## src/rtl/bus_arb_pkg.sv

```systemverilog
package bus_arb_pkg;
  typedef enum logic [1:0] {
    OWN_NONE = 2'd0,
    OWN_CPU  = 2'd1,
    OWN_BLIT = 2'd2,
    OWN_DMA  = 2'd3
  } bus_owner_e;
endpackage

```

## src/rtl/bus_arb_phase.sv

```systemverilog
// Free-running slot phase; a CPU access may start only where it reads zero.
module bus_arb_phase #(
  parameter int ALIGN = 2
) (
  input  logic clk,
  input  logic rst_n,
  output logic phase_zero
);
  localparam int PW = (ALIGN > 1) ? $clog2(ALIGN) : 1;
  localparam logic [PW-1:0] LAST = PW'(ALIGN - 1);

  logic [PW-1:0] phase_q;

  generate
    if (ALIGN > 1) begin : g_count
      always_ff @(posedge clk) begin
        if (!rst_n)              phase_q <= '0;
        else if (phase_q == LAST) phase_q <= '0;
        else                     phase_q <= phase_q + 1'b1;
      end
    end else begin : g_flat
      always_ff @(posedge clk) phase_q <= '0;
    end
  endgenerate

  assign phase_zero = (phase_q == '0);
endmodule

```

## src/rtl/bus_arb_cpu_seq.sv

```systemverilog
// Tracks the granted cycles of one CPU access; stolen cycles leave it unchanged.
module bus_arb_cpu_seq #(
  parameter int BEATS = 4
) (
  input  logic clk,
  input  logic rst_n,
  input  logic grant_cpu,
  output logic active,
  output logic done
);
  localparam int BW = $clog2(BEATS + 1);
  localparam logic [BW-1:0] FINAL = BW'(BEATS - 1);

  logic [BW-1:0] beat_q;
  logic          active_q;
  logic          at_final;

  assign at_final = active_q ? (beat_q == FINAL) : (BEATS == 1);
  assign done     = grant_cpu && at_final;
  assign active   = active_q;

  always_ff @(posedge clk) begin
    if (!rst_n) begin
      active_q <= 1'b0;
      beat_q   <= '0;
    end else if (grant_cpu) begin
      if (at_final) begin
        active_q <= 1'b0;
        beat_q   <= '0;
      end else begin
        active_q <= 1'b1;
        beat_q   <= beat_q + 1'b1;
      end
    end
  end
endmodule

```

## src/rtl/bus_arb_starve.sv

```systemverilog
// Counts the slots the CPU wanted but lost to the blitter; flags when the CPU is owed one.
module bus_arb_starve #(
  parameter int LIMIT = 3
) (
  input  logic clk,
  input  logic rst_n,
  input  logic blit_pri,
  input  logic cpu_wants,
  input  logic grant_cpu,
  input  logic grant_blit,
  output logic owed
);
  localparam int CW = $clog2(LIMIT + 1);
  localparam logic [CW-1:0] TOP = CW'(LIMIT);

  logic [CW-1:0] lost_q;

  always_ff @(posedge clk) begin
    if (!rst_n || blit_pri)            lost_q <= '0;
    else if (grant_cpu)                lost_q <= '0;
    else if (cpu_wants && grant_blit && lost_q != TOP)
                                       lost_q <= lost_q + 1'b1;
  end

  assign owed = !blit_pri && (lost_q == TOP);
endmodule

```

## src/rtl/bus_arb_pick.sv

```systemverilog
// Per-cycle priority: general DMA, then the blitter (unless the CPU is owed a slot), then the CPU.
module bus_arb_pick
  import bus_arb_pkg::*;
(
  input  logic       dma_req,
  input  logic       blit_req,
  input  logic       cpu_wants,
  input  logic       cpu_owed,
  output bus_owner_e owner
);
  always_comb begin
    if (dma_req)                                 owner = OWN_DMA;
    else if (cpu_wants && (!blit_req || cpu_owed)) owner = OWN_CPU;
    else if (blit_req)                           owner = OWN_BLIT;
    else                                         owner = OWN_NONE;
  end
endmodule

```

## src/rtl/bus_slot_arbiter.sv

```systemverilog
module bus_slot_arbiter
  import bus_arb_pkg::*;
#(
  parameter int CPU_BEATS   = 4,
  parameter int START_ALIGN = 2,
  parameter int STARVE_MAX  = 3
) (
  input  logic clk,
  input  logic rst_n,
  input  logic blit_pri,
  input  logic cpu_req_valid,
  output logic cpu_req_ready,
  output logic cpu_wait,
  input  logic blit_req,
  input  logic dma_req,
  output logic grant_cpu,
  output logic grant_blit,
  output logic grant_dma
);
  logic       phase_zero;
  logic       cpu_active;
  logic       cpu_done;
  logic       cpu_wants;
  logic       cpu_owed;
  bus_owner_e owner;

  bus_arb_phase #(.ALIGN(START_ALIGN)) u_phase (
    .clk(clk), .rst_n(rst_n), .phase_zero(phase_zero)
  );

  assign cpu_wants = rst_n && (cpu_active || (cpu_req_valid && phase_zero));

  bus_arb_pick u_pick (
    .dma_req  (dma_req && rst_n),
    .blit_req (blit_req && rst_n),
    .cpu_wants(cpu_wants),
    .cpu_owed (cpu_owed),
    .owner    (owner)
  );

  assign grant_cpu  = (owner == OWN_CPU);
  assign grant_blit = (owner == OWN_BLIT);
  assign grant_dma  = (owner == OWN_DMA);

  bus_arb_cpu_seq #(.BEATS(CPU_BEATS)) u_seq (
    .clk(clk), .rst_n(rst_n), .grant_cpu(grant_cpu),
    .active(cpu_active), .done(cpu_done)
  );

  bus_arb_starve #(.LIMIT(STARVE_MAX)) u_starve (
    .clk(clk), .rst_n(rst_n), .blit_pri(blit_pri),
    .cpu_wants(cpu_wants), .grant_cpu(grant_cpu), .grant_blit(grant_blit),
    .owed(cpu_owed)
  );

  assign cpu_req_ready = cpu_done;
  assign cpu_wait      = rst_n && cpu_req_valid && !cpu_done;
endmodule

```

## config.mk

```make
export PLATFORM = sky130hd
export DESIGN_NAME = bus_slot_arbiter
export DESIGN_NICKNAME = d
export VERILOG_FILES = /design/src/rtl/bus_arb_pkg.sv /design/src/rtl/bus_arb_phase.sv /design/src/rtl/bus_arb_cpu_seq.sv /design/src/rtl/bus_arb_starve.sv /design/src/rtl/bus_arb_pick.sv /design/src/rtl/bus_slot_arbiter.sv
export SDC_FILE = /design/constraint.sdc
export NUM_CORES = 1
export LEC_CHECK = 0
export ABC_AREA = 1
export BUFFER_PORTS_ARGS = -buffer_cell sky130_fd_sc_hd__buf_2
export CORE_MARGIN = 1.5
export CORE_UTILIZATION = 30
export DETAILED_ROUTE_END_ITERATION = 8
export PLACE_DENSITY_LB_ADDON = 0.08
export SLEW_MARGIN = 20
export SYNTH_ARGS = -nofsm -noshare
export SYNTH_HDL_FRONTEND = slang
export SYNTH_SLANG_ARGS = --single-unit
```

## constraint.sdc

```tcl
create_clock -name clk -period 1.6 [get_ports clk]
set_input_delay 0.32 -clock clk [delete_from_list [all_inputs] [get_ports clk]]
set_output_delay 0.32 -clock clk [all_outputs]
set_load 0.005 [all_outputs]
```

# Yosys cells after proc, flatten, opt, wreduce, memory -nomap -nowiden
# Index checks and enable logic that the tools add are counted.
[classes]
n_eq_ne = 6
n_reduce_logical = 20
mux = 6
bitwise = 2
n_addsub = 3
[ops]
columns = ["op", "count"]
rows = [
  ["logical AND 1 bit", 11],
  ["== test 2 bit, second input constant", 3],
  ["two-way mux 2 bit", 3],
  ["logical NOT 1 bit", 4],
  ["OR reduction 2 bit", 2],
  ["adder 3 x 1 -> 3 bit, second input constant", 1],
  ["== test 3 x 2 -> 1 bit, second input constant", 1],
  ["logical OR 1 bit", 3],
  ["two-way mux 3 bit", 1],
  ["adder 2 x 1 -> 2 bit, second input constant", 1],
  ["== test 2 x 1 -> 1 bit, second input constant", 1],
  ["two-way mux 1 bit", 2],
  ["inequality test 2 bit, second input constant", 1],
  ["NOT 1 bit", 2],
  ["adder 1 bit, second input constant", 1],
]
[totals]
input_bits = 6
reg_bits = 7

# Longest topological paths before layout
# Gate-level depths: netlist (run 1).
[depth]
ltp_word = 11
depth_mapped = 8

# Hierarchy
# A second synthesis (run 1) with hierarchy kept.
[unflattened]
hier_cells = 68
area_unflattened_um2 = 421.7
[by_module_without_submodules]
columns = ["module", "cells_each", "area_per_inst_um2", "seq_area_each_um2", "n_inst"]
rows = [
  ["bus_arb_cpu_seq", 24, 180.2, 80.1, 1],
  ["bus_arb_starve", 19, 122.6, 40.0, 1],
  ["bus_slot_arbiter", 15, 57.6, 0.0, 1],
  ["bus_arb_phase", 4, 33.8, 20.0, 1],
  ["bus_arb_pick", 6, 27.5, 0.0, 1],
]

# Worst setup path before layout (run 1)
# OpenSTA, ideal clock, no wires.
[synth_path]
path_kind = "register to output"
from = "reg u_starve.lost_q[0]"
to = "out cpu_wait"
path_buffers = 0
stages_incl_launch_ff = 9
required_time_ps = 1280
arrival_ps = 1094
setup_slack_ps = 186
cell_sequence = "dfxtp_1 ha_1 inv_1 o21ai_4 nand3_4 clkinv_4 nand2_4 nand3_1 inv_1"
[synth_between]
elab_chain_cells = 10
[synth_lines]
columns = ["element", "line", "text"]
rows = [
  ["from (decl)", "bus_arb_starve.sv:16", "logic [CW-1:0] lost_q;"],
  ["from (signal assigned)", "bus_arb_starve.sv:22", "lost_q <= lost_q + 1'b1;"],
  ["== test 2 bit", "bus_arb_starve.sv:25", "assign owed = !blit_pri && (lost_q == TOP);"],
  ["logical AND 1 bit", "bus_arb_starve.sv:25", ""],
  ["logical OR 1 bit", "bus_arb_pick.sv:13", "else if (cpu_wants && (!blit_req || cpu_owed)) owner = OWN_CPU;"],
  ["logical AND 1 bit", "bus_arb_pick.sv:13", ""],
  ["two-way mux 2 bit", "bus_arb_pick.sv:13", ""],
  ["two-way mux 2 bit", "bus_arb_pick.sv:12", "if (dma_req) owner = OWN_DMA;"],
  ["== test 2 x 1 -> 1 bit", "bus_slot_arbiter.sv:41", "assign grant_cpu = (owner == OWN_CPU);"],
  ["via grant_cpu", "bus_slot_arbiter.sv:16", "output logic grant_cpu,"],
  ["logical AND 1 bit", "bus_arb_cpu_seq.sv:19", "assign done = grant_cpu && at_final;"],
  ["logical NOT 1 bit", "bus_slot_arbiter.sv:57", "assign cpu_wait = rst_n && cpu_req_valid && !cpu_done;"],
  ["logical AND 1 bit", "bus_slot_arbiter.sv:57", ""],
  ["to (decl)", "bus_slot_arbiter.sv:13", "output logic cpu_wait,"],
]
# The timed path passes the listed nets, and every way through them passes these cells.

# Final worst setup path (run 1)
[layout_path]
from = "reg u_starve.lost_q[0]"
to = "out cpu_wait"
[layout_between]
elab_chain_cells = 10
[layout_lines]
columns = ["element", "line"]
rows = [
  ["== test 2 bit", "bus_arb_starve.sv:25"],
  ["logical AND 1 bit", "bus_arb_starve.sv:25"],
  ["logical OR 1 bit", "bus_arb_pick.sv:13"],
  ["logical AND 1 bit", "bus_arb_pick.sv:13"],
  ["two-way mux 2 bit", "bus_arb_pick.sv:13"],
  ["two-way mux 2 bit", "bus_arb_pick.sv:12"],
  ["== test 2 x 1 -> 1 bit", "bus_slot_arbiter.sv:41"],
  ["logical AND 1 bit", "bus_arb_cpu_seq.sv:19"],
  ["logical NOT 1 bit", "bus_slot_arbiter.sv:57"],
  ["logical AND 1 bit", "bus_slot_arbiter.sv:57"],
]
# No other way between the ends.

==> out/qor.tcl, run 1 <==
set qor(run_status) {finished with violations}
set qor(violated_checks) {setup timing}
set qor(initial_core_util_pct) 31.76
set qor(antenna_violations_before_repair) 0
set qor(place.detailed.hpwl_microns) 677.9
set qor(ys_seq_area_share_pct) 29.63
set qor(final_net_count) 91
set qor(worst_slew_pin_slew_ns) 0.1998
set qor(p_leak_nw) 0.3392
set qor(fmax_mhz) 601.1
set qor(number_of_storage_elements_in_the_synthesis_netlist) 7
set qor(simple_gate_portion_of_the_synthesized_area_pct) 34.66
set qor(crit_type) {register to output pin}
set qor(die_width_microns) 42.71
set qor(core.rowCount) 14
set qor(critical_path.slowest_cell) {dfxtp_4}
set qor(cp-start-kind) {register}
set qor(postRouteWirelength_microns) 894
set qor(post-synth-top-area-cell) {dfxtp_1}
set qor(synth_edf_count) 0
set qor(worstRegToRegCells) 9
set qor(synth-xor-area-share_pct) 1.852
set qor(syn-num-nets) 70
set qor(whs_ns) 0.3904
set qor(min_path_cells) 4
set qor(numClockSinks) 7
set qor(placedInstanceArea_sq_um) 546.8
set qor(maximum_number_of_pins_on_one_net_before_global_route_repair) 9
set qor(post_synth_num_cell_types) 19
set qor(detail_route.vias_per_cell) 4.347
set qor(gp_congestion) 0.7120
set qor(avgRoutedWirePerCell_microns) 9.122
set qor(htree_num_levels) 1
set qor(finalSetupViolCount) 3
set qor(pre_cts_ws_ns) 0.06992
set qor(synthToLayoutAreaGrowth_pct) 36.77
set qor(drt_iter0_markers) 2
set qor(io-pin-count) 11
set qor(ir_drop_mv) 0.3220
set qor(ctsRootBufferMaster) {clkbuf_4}
set qor(antenna_cells_inserted) 0
set qor(switchingPower_uw) 111.4
set qor(worst_clock_skew_ns) 0.0002347
set qor(synth-compound-area-share_pct) 13.23
set qor(cp.arrival_ns) 1.34
set qor(combinational_family_with_the_most_area_after_synthesis) {simple AND/OR/NAND/NOR gates}
set qor(clkSlewWorstSetupHoldPaths_ns) 0.06
set qor(syn_area_per_cell_sq_um) 7.628
set qor(netSwitchingFraction_pct) 27.20
set qor(cp-end-kind) {output pin}
set qor(place.port_buffers) 10
set qor(synth_top_cells_by_area) {dfxtp_1 30%, inv_1 11%, nand2_1 7.9%}
set qor(grt_pass1_wl_microns) 1607
set qor(yosys_warning_count) 0
set qor(share_of_the_clock_period_used_by_the_worst_path_pct) 104.0
set qor(drt_drc_violations_left) 0
set qor(yosys_most_used_dff) {dfxtp_1}
set qor(cpPeakStageDelay_ns) 0.35
set qor(netlist_instances) 62
set qor(worstPathCellList) {ha_4 -> inv_4 -> o21ai_4 -> nand3_4 -> clkinv_4 -> nand2_4 -> nand3_2 -> inv_1 -> buf_2}
set qor(synth_top_area_share_pct) 29.63
set qor(antenna_violating_nets_post_route) 0
set qor(power_per_cell_area_nw_per_um2) 632.9
set qor(first_pass_iters) 2
set qor(cap_violations) 0
set qor(slew_headroom_pct) 86.68
set qor(post-route-cell-area_sq_um) 646.9
set qor(post-layout-total-power_uw) 409.4
set qor(number_of_global_route_vias_before_repair) 397
set qor(period_minus_slack_ns) 1.664
set qor(clock_power_share_pct) 39.3
set qor(async_reset_ff_share_pct) 0
set qor(hold_class) {input port to register}
set qor(mappedNetlistArea_sq_um) 473.0
set qor(final_hold_viol_count) 0
set qor(final_layout_size_suffix_gt1_share_pct) 46.34
set qor(timing.final.max_slew_violations) 0
set qor(globalRoute.totalOverflow) 0
set qor(final_util_pct) 43.45
set qor(final_critical_path_setup_slack_ns) -0.06357
set qor(num_vias) 426
set qor(p_seq_share_pct) 44.3
set qor(critical_path_required_ns) 1.28
set qor(fp.dieArea_sq_um) 1824
set qor(synth_mux_area_share_pct) 0
set qor(ctsLongestPathBuffers) 2
set qor(power.share.combinational_pct) 16.4
set qor(cts-buffers-inserted) 3
set qor(die_y_microns) 42.71
set qor(cts_tree) {yes}
set qor(track_usage_pct) 11.70
set qor(path_max_fanout) 3
set qor(design.core.area_sq_um) 1489
set qor(synthAdderAreaFrac_pct) 5.291
set qor(intPower_uw) 298.1
set qor(clk_latency_ns) 0.25
set qor(grt_setup_unrepaired) {yes}
worst paths after layout:
| check | start | end | slack [ns] |
|---|---|---|---|
| min reg2reg | u_phase.phase_q$_SDFF_PP0_ | u_phase.phase_q$_SDFF_PP0_ | 0.41 |
| min | dma_req | u_starve.lost_q[0]$_SDFFE_PP0P_ | 0.39 |
| max | u_starve.lost_q[0]$_SDFFE_PP0P_ | cpu_wait | -0.06 |
| max reg2reg | u_starve.lost_q[0]$_SDFFE_PP0P_ | u_starve.lost_q[1]$_SDFFE_PP0P_ | 0.32 |
sequential cells by signal, summed over array words and instances (netlist names):
register         cells
u_seq.beat_q         3
u_starve.lost_q      2
u_phase.phase_q      1
u_seq.active         1
final cells by class:
cell class,instances,area [sq um]
well taps,16,20.02
repair buffers,17,108.9
multi-input cells,39,281.5
flip-flops and latches,7,145.1
fillers,172,842.1
clock buffers,3,22.52
clock inverters,1,5.005
inverters,15,63.81
stage by stage:
| step | cells | TNS [ns] |
|---|---|---|
| 2_1_floorplan | 62 | 0 |
| 3_3_place_gp | 89 | 0 |
| 3_5_place_dp | 89 | 0 |
| 4_1_cts | 95 | -0.1914 |
| 5_1_grt | 98 | -0.2869 |
| 6_report | 98 | -0.08526 |
Yosys cell counts, types with 2 or more instances:
| cell type | instances |
|---|---|
| nand2_2 | 2 |
| nand2_1 | 10 |
| nor2_2 | 2 |
| ha_1 | 2 |
| nand3_4 | 2 |
| dfxtp_1 | 7 |
| nor2_1 | 3 |
| nand4_1 | 2 |
| inv_1 | 14 |
| nand2_4 | 2 |
| nand3_1 | 4 |
| a21oi_1 | 5 |
placed cells by master, fill, tap and decap left out, types with 2 or more instances in the layout:
cell type	n
inv_1	13
nand2_1	10
buf_2	9
buf_4	7
a21oi_1	5
dfxtp_1	5
nand3_1	3
nor2_1	3
clkbuf_4	3
nand3_4	2
nand2_2	2
nand2_4	2
nor2_2	2
nand4_1	2
per-layer routing:
layer	wire length (microns)	global-route usage, %
met1	450	13.87
met2	393	18.79
met3	50	5.106
met4	0	3.750
met5	0	0
worst max-delay path, delay by kind of cell, from the launching register on:
| family | cells | cell delay, ns |
|---|---|---|
| adders and majority gates | 1 | 0.14 |
| and+or+nand+nor | 3 | 0.20 |
| AOI/OAI and AO/OA | 1 | 0.14 |
| DFF | 1 | 0.35 |
| buffers and inverters | 4 | 0.25 |
power groups by stage:
stage               logic [mW]  registers [mW]  clock network (mW)
floorplan               0.0423           0.186                   0
global placement        0.0628           0.187                   0
detailed placement      0.0626           0.187                   0
CTS                     0.0672           0.183               0.170
global route            0.0756           0.182               0.176
finish                  0.0672           0.181               0.161
cells by family (layout without fill, tap and decap cells):
group | Yosys count | after routing
AO/OA/AOI/OAI | 9 | 9
XOR/XNOR | 1 | 1
adder cells (fa/ha/maj) | 2 | 2
buffers and inverters | 16 | 36
flip-flops | 7 | 7
AND/OR/NAND/NOR | 27 | 27
what timing repair did:
action,CTS,global route
hold buffers,0,0
gates cloned,0,0
pin swaps,3,5
setup buffers,2,3
endpoints found under the setup margin,4,4
gates resized for setup,9,2
No activity file was read; power rests on OpenSTA's default activity.
==> run 2, diff against run 1 <==
--- a/config.mk
+++ b/config.mk
@@ -7,11 +7,11 @@
 export LEC_CHECK = 0
 export ABC_AREA = 1
 export BUFFER_PORTS_ARGS = -buffer_cell sky130_fd_sc_hd__buf_2
-export CORE_MARGIN = 1.5
 export CORE_UTILIZATION = 30
 export DETAILED_ROUTE_END_ITERATION = 8
 export PLACE_DENSITY_LB_ADDON = 0.08
 export SLEW_MARGIN = 20
 export SYNTH_ARGS = -nofsm -noshare
 export SYNTH_HDL_FRONTEND = slang
+export SYNTH_HIERARCHICAL = 1
 export SYNTH_SLANG_ARGS = --single-unit
==> run 2 against run 1 <==
Compared with the run above: total power increased by 22%; the flow still finishes with violations (setup timing); clock power is essentially flat; clock skew grew 0.0031 ns; hold slack lost 0.019 ns; die area shrank 14%; critical path depth up 3; synthesized cell count is 9.7% higher; global-route usage grew 2.9 points; utilization grew 14 points; sequential power rose by 7%.
==> out/qor.tcl, run 2 <==
set qor(async_reset_ff_share_pct) 0
set qor(drt_iter0_markers) 4
set qor(critical_path.slowest_cell) {dfxtp_2}
set qor(p_leak_nw) 0.4099
set qor(die_width_microns) 39.49
set qor(grt_setup_unrepaired) {yes}
set qor(crit_top_cell) {nand2_2}
set qor(post_synth_num_cell_types) 14
set qor(worstPathCellList) {ha_4 -> inv_4 -> nor2_4 -> a21o_1 -> nand2_2 -> nor2_4 -> nand2_2 -> inv_2 -> nand2_2 -> inv_2 -> nor2_2 -> buf_2}
set qor(timing.final.max_slew_violations) 0
set qor(grt_pass1_wl_microns) 1449
set qor(place.detailed.hpwl_microns) 713.5
set qor(post-layout-total-power_uw) 497.6
set qor(yosys_most_used_dff) {dfxtp_1}
set qor(die_y_microns) 39.49
set qor(num_vias) 487
set qor(violated_checks) {setup timing}
set qor(synth.top_cells.by_count) {17 x inv_1, 14 x nand2_1, 14 x nor2_1}
set qor(ctsLongestPathBuffers) 2
set qor(crit_type) {register to output pin}
set qor(placedInstanceArea_sq_um) 600.6
set qor(final_hold_viol_count) 0
set qor(route.met3.wl_microns) 45
set qor(reg2reg_slack_ns) -0.09
set qor(synth_edf_count) 0
set qor(cp.arrival_ns) 1.55
set qor(netlist_instances) 68
set qor(maximum_number_of_pins_on_one_net_before_global_route_repair) 7
set qor(gp_congestion) 0.6642
set qor(number_of_storage_elements_in_the_synthesis_netlist) 7
set qor(intPower_uw) 357.9
set qor(design.core.area_sq_um) 1301
set qor(path_max_fanout) 2
set qor(antenna_violations_before_repair) 0
set qor(fmax_mhz) 535.5
set qor(post-synth-top-area-cell) {dfxtp_1}
set qor(max_ffs_per_register) 3
set qor(place.port_buffers) 10
set qor(power_per_cell_area_nw_per_um2) 667.2
set qor(final_layout_size_suffix_gt1_share_pct) 55.45
set qor(worst_slew_pin_slew_ns) 0.1684
set qor(tns_ns) -1.373
set qor(first_pass_iters) 3
set qor(clkSlewWorstSetupHoldPaths_ns) 0.05
set qor(share_of_the_clock_period_used_by_the_worst_path_pct) 116.7
set qor(postRouteWirelength_microns) 1027
set qor(drt_drc_violations_left) 0
set qor(antenna_violating_nets_post_route) 0
set qor(globalRoute.totalOverflow) 0
set qor(post-route-cell-area_sq_um) 745.7
set qor(track_usage_pct) 14.59
set qor(whs_ns) 0.3714
set qor(ys_seq_area_share_pct) 33.23
set qor(slew_headroom_pct) 88.74
set qor(largest-register) {u_seq/beat_q}
set qor(antenna_cells_inserted) 0
set qor(highest-signal-layer) {met4}
set qor(layout_common_cells) {16 x buf_4, 12 x inv_1, 11 x nand2_1, 10 x nor2_1, 9 x buf_2}
set qor(finalSetupViolCount) 9
set qor(mappedNetlistArea_sq_um) 421.7
set qor(htree_num_levels) 1
set qor(numClockSinks) 7
set qor(worst_clock_skew_ns) 0.003310
set qor(ir_drop_mv) 0.3458
set qor(netSwitchingFraction_pct) 28.07
set qor(synth_top_area_share_pct) 33.23
set qor(critical_path_required_ns) 1.28
set qor(io-pin-count) 11
set qor(period_minus_slack_ns) 1.867
set qor(hold_class) {input port to register}
set qor(final_common_cell) {buf_4}
set qor(routedLengthMet1_microns) 491
set qor(clock_power_share_pct) 32.4
set qor(syn-num-nets) 76
set qor(yosys_warning_count) 6
set qor(switchingPower_uw) 139.7
set qor(run_status) {finished with violations}
set qor(power.share.combinational_pct) 28.7
set qor(cts-buffers-inserted) 3
set qor(avgRoutedWirePerCell_microns) 8.853
set qor(cp-start-kind) {register}
set qor(initial_core_util_pct) 32.40
set qor(detail_route.vias_per_cell) 4.198
set qor(registers_with_the_most_flip_flops) {u_seq/beat_q (3), u_starve/lost_q (2)}
set qor(final_net_count) 110
set qor(met2WireLength_microns) 480
set qor(cap_violations) 0
set qor(synthToLayoutAreaGrowth_pct) 76.85
set qor(clk_latency_ns) 0.25
set qor(fp.dieArea_sq_um) 1559
set qor(core.rowCount) 13
set qor(p_seq_share_pct) 39.0
set qor(cp-end-kind) {output pin}
set qor(syn_area_per_cell_sq_um) 6.201
set qor(cts_tree) {yes}
set qor(cpPeakStageDelay_ns) 0.35
set qor(final_critical_path_setup_slack_ns) -0.2674
set qor(synth_top_cells_by_area) {dfxtp_1 33%, inv_1 15%, nand2_1 12%}
set qor(ctsRootBufferMaster) {clkbuf_4}
set qor(number_of_global_route_vias_before_repair) 402
set qor(yosys.cell_count.top_type) {inv_1}
-- run 2: changes by cell type in the layout (fill, tap and decap cells not counted), moves of 3 or more --
cell     previous run  this run
buf_4               7        16
nor2_1              3        10
inv_2               0         4
nand2_2             2         6
a21oi_1             5         2
buf_6               1         4
-- run 2: path summary, 6_finish.rpt --
path / end / startpoint / cells past startpoint
worst min-delay path: u_seq/beat_q[1]$_SDFFE_PN0P_ / rst_n / 3
worst max-delay path: cpu_wait / u_starve/lost_q[1]$_SDFFE_PP0P_ / 12
worst min register to register: u_phase/phase_q$_SDFF_PP0_ / u_phase/phase_q$_SDFF_PP0_ / 2
worst max register to register: u_starve/lost_q[0]$_SDFFE_PP0P_ / u_starve/lost_q[1]$_SDFFE_PP0P_ / 15
-- run 2: worst max-delay path: cells and delay by family (launching register included) --
| kind | cells | cell delay [ns] |
|---|---|---|
| adders and majority gates | 1 | 0.15 |
| and+or+nand+nor | 6 | 0.41 |
| AOI/OAI and AO/OA | 1 | 0.13 |
| DFF | 1 | 0.35 |
| buffers and inverters | 4 | 0.26 |
-- run 2: final cells by class --
type	instances	area (sq um)
multi-input cells	44	280.3
flip-flops and latches	7	143.9
well taps	15	18.77
inverters	17	66.31
fillers	126	555.5
repair buffers	29	210.2
clock buffers	4	26.28
-- run 2: timing repair --
| action | in CTS | in global routing |
|---|---|---|
| hold buffers | 0 | 0 |
| resized for setup | 10 | 7 |
| pin swaps | 7 | 13 |
| setup endpoints to repair | 7 | 11 |
| endpoints found under the hold margin | 0 | 0 |
| buffers inserted | 7 | 1 |
-- run 2: per-layer routing --
layer  vias to the layer above  GRT usage [%]
met3                         2          3.409
li1                        267              -
met4                         0          12.93
met2                        11          22.13
met1                       207          16.67
met5                         -              0
-- run 2: cell families (layout without fill, tap and decap cells) --
kind of cell	count (synthesis)	count (layout)	share of synthesized area, %
XOR/XNOR	1	1	2.078
AND/OR/NAND/NOR	36	36	37.09
buffers and inverters	17	50	15.13
AO/OA/AOI/OAI	5	5	6.529
adder cells (fa/ha/maj)	2	2	5.934
flip-flops	7	7	33.23
-- run 2: power by group through the flow --
stage / Combinational, mW / Clock [mW] / Sequential [mW]
2_1_floorplan: 0.0571 / 0 / 0.195
3_3_place_gp: 0.105 / 0 / 0.196
3_5_place_dp: 0.106 / 0 / 0.196
4_1_cts: 0.130 / 0.171 / 0.193
5_1_grt: 0.160 / 0.179 / 0.195
6_report: 0.143 / 0.161 / 0.194
-- run 2: per-stage QoR --
step	worst slack (ns)	utilization [%]	cells
global route	-0.3584	57.31	116
global placement	-0.06247	46.15	104
CTS	-0.3065	54.62	115
detailed placement	-0.07718	46.15	104
finish	-0.2674	57.31	116
floorplan	-0.01196	-	68
==> run 3, diff against run 2 <==
--- a/config.mk
+++ b/config.mk
@@ -9,7 +9,8 @@
 export BUFFER_PORTS_ARGS = -buffer_cell sky130_fd_sc_hd__buf_2
 export CORE_UTILIZATION = 30
 export DETAILED_ROUTE_END_ITERATION = 8
-export PLACE_DENSITY_LB_ADDON = 0.08
+export MAX_ROUTING_LAYER = met4
+export PLACE_DENSITY_LB_ADDON = 0.15
 export SLEW_MARGIN = 20
 export SYNTH_ARGS = -nofsm -noshare
 export SYNTH_HDL_FRONTEND = slang
==> run 3 against run 2 <==
Compared with the run above: the run still ends with setup timing left; critical path depth stayed put; global-route usage decreased by 0.46 points; die area did not move; critical endpoint unchanged; highest routed layer is now met3; hold slack improved by 0.0051 ns; via count fell by 6.2%.
==> out/qor.tcl, run 3 (same netlist as run 2, synthesis figures left out) <==
set qor(min_path_cells) 4
set qor(gp_congestion) 0.6486
set qor(numClockSinks) 7
set qor(maximum_number_of_pins_on_one_net_before_global_route_repair) 8
set qor(path_max_fanout) 2
set qor(final_net_count) 106
set qor(avgRoutedWirePerCell_microns) 7.857
set qor(grt_pass1_wl_microns) 1414
set qor(place.detailed.hpwl_microns) 663.8
set qor(cp-end-kind) {output pin}
set qor(clkSlewWorstSetupHoldPaths_ns) 0.05
set qor(design.core.area_sq_um) 1301
set qor(detail_route.vias_per_cell) 4.080
set qor(timing.final.max_slew_violations) 0
set qor(p_leak_nw) 0.3818
set qor(postRouteWirelength_microns) 880
set qor(io-pin-count) 11
set qor(final_hold_viol_count) 0
set qor(ctsLongestPathBuffers) 2
set qor(post-route-cell-area_sq_um) 680.7
set qor(largest-register) {u_seq/beat_q}
set qor(first_pass_iters) 3
set qor(ctsRootBufferMaster) {clkbuf_4}
set qor(final_common_cell) {buf_4}
set qor(grt_setup_unrepaired) {yes}
set qor(finalSetupViolCount) 7
set qor(final_layout_size_suffix_gt1_share_pct) 50.52
set qor(ir_drop_mv) 0.3692
set qor(worstRegToRegCells) 15
set qor(number_of_global_route_vias_before_repair) 374
set qor(die_y_microns) 39.49
set qor(antenna_violations_before_repair) 0
set qor(cts_tree) {yes}
set qor(cap_violations) 0
set qor(seq_area_sq_um) 143.9
set qor(critical_path_required_ns) 1.28
set qor(share_of_the_clock_period_used_by_the_worst_path_pct) 117.0
set qor(postCtsHoldBufs) 0
set qor(violated_checks) {setup timing}
set qor(power_per_cell_area_nw_per_um2) 668.1
set qor(synthToLayoutAreaGrowth_pct) 61.42
set qor(antenna_cells_inserted) 0
set qor(whs_ns) 0.3765
set qor(run_status) {finished with violations}
set qor(multi_input_area_sq_um) 262.8
set qor(fp.dieArea_sq_um) 1559
set qor(pre_cts_ws_ns) -0.08502
set qor(fmax_mhz) 534.1
set qor(die_width_microns) 39.49
set qor(layout_common_cells) {15 x buf_4, 13 x inv_1, 11 x nand2_1, 10 x buf_2, 10 x nor2_1}
set qor(max_ffs_per_register) 3
set qor(initial_core_util_pct) 32.40
set qor(antenna_violating_nets_post_route) 0
set qor(clk_latency_ns) 0.24
set qor(hold_class) {input port to register}
set qor(place.port_buffers) 10
set qor(core.rowCount) 13
set qor(htree_num_levels) 1
set qor(period_minus_slack_ns) 1.872
set qor(num_vias) 457
set qor(worst_slew_pin_slew_ns) 0.1513
set qor(globalRoute.totalOverflow) 0
set qor(placedInstanceArea_sq_um) 585.6
set qor(drt_drc_violations_left) 0
set qor(fillCellCount) 127
set qor(slew_headroom_pct) 89.81
set qor(cp-start-kind) {register}
set qor(final_critical_path_setup_slack_ns) -0.2723
set qor(cp.arrival_ns) 1.55
set qor(drt_iter0_markers) 5
set qor(track_usage_pct) 14.13
set qor(crit_type) {register to output pin}
set qor(registers_with_the_most_flip_flops) {u_seq/beat_q (3), u_starve/lost_q (2)}
set qor(cts-buffers-inserted) 3
set qor(worst_clock_skew_ns) 0.003330
[run 3: critical path, stage by stage (launching register included)]
cell and delay (ns):
dfxtp_2 0.35, ha_4 0.15, inv_4 0.04, nor2_4 0.08, a21o_1 0.13, nand2_2 0.07, nor2_4 0.12, nand2_2 0.07
inv_2 0.05, nand2_2 0.06, inv_2 0.06, nor2_2 0.03, buf_2 0.11
[run 3: worst paths after layout]
path,slack [ns],startpoint,endpoint
max,-0.27,u_starve/lost_q[0]$_SDFFE_PP0P_,cpu_wait
min,0.38,blit_pri,u_starve/lost_q[0]$_SDFFE_PP0P_
max reg2reg,-0.20,u_starve/lost_q[0]$_SDFFE_PP0P_,u_seq/active$_SDFFE_PN0P_
min reg2reg,0.48,u_phase/phase_q$_SDFF_PP0_,u_phase/phase_q$_SDFF_PP0_
[run 3: routing by layer]
layer | GRT usage (%) | part of all wire [%] | vias up
met5 | - | 0 | -
met4 | 5.172 | 0 | 0
met3 | 5.114 | 2.5 | 0
met2 | 22.54 | 49 | 5
met1 | 16.10 | 48 | 193
li1 | - | - | 259
[run 3: where the power goes]
part	switching, mW	internal, mW	leakage [nW]
Sequential	0.00717	0.186	0.0585
Combinational	0.0555	0.0550	0.308
Clock	0.0563	0.0946	0.0150
Total	0.119	0.336	0.382
[run 3: area by class of cell]
type                       count  area share [%]
multi-input combinational     44           38.60
timing repair buffer          25           23.90
sequential                     7           21.14
inverter                      17           9.743
clock buffer                   4           3.860
tap                           15           2.757
[run 3: timing repair]
action	4_1_cts	5_1_grt
resized for setup	4	4
buffers inserted	5	1
setup endpoints to repair	5	9
pin swaps	7	4
[run 3: through the flow]
| stage | cells | total power, mW | util (%) | TNS [ns] |
|---|---|---|---|---|
| finish | 112 | 0.4547 | 52.31 | -1.318 |
| global route | 112 | 0.4931 | 52.31 | -2.125 |
| CTS | 111 | 0.4608 | 50.87 | -1.382 |
| detailed placement | 102 | 0.2959 | 45.00 | -0.1527 |
| global placement | 102 | 0.2952 | 45.00 | -0.06167 |
| floorplan | 68 | 0.2521 | - | -0.01196 |
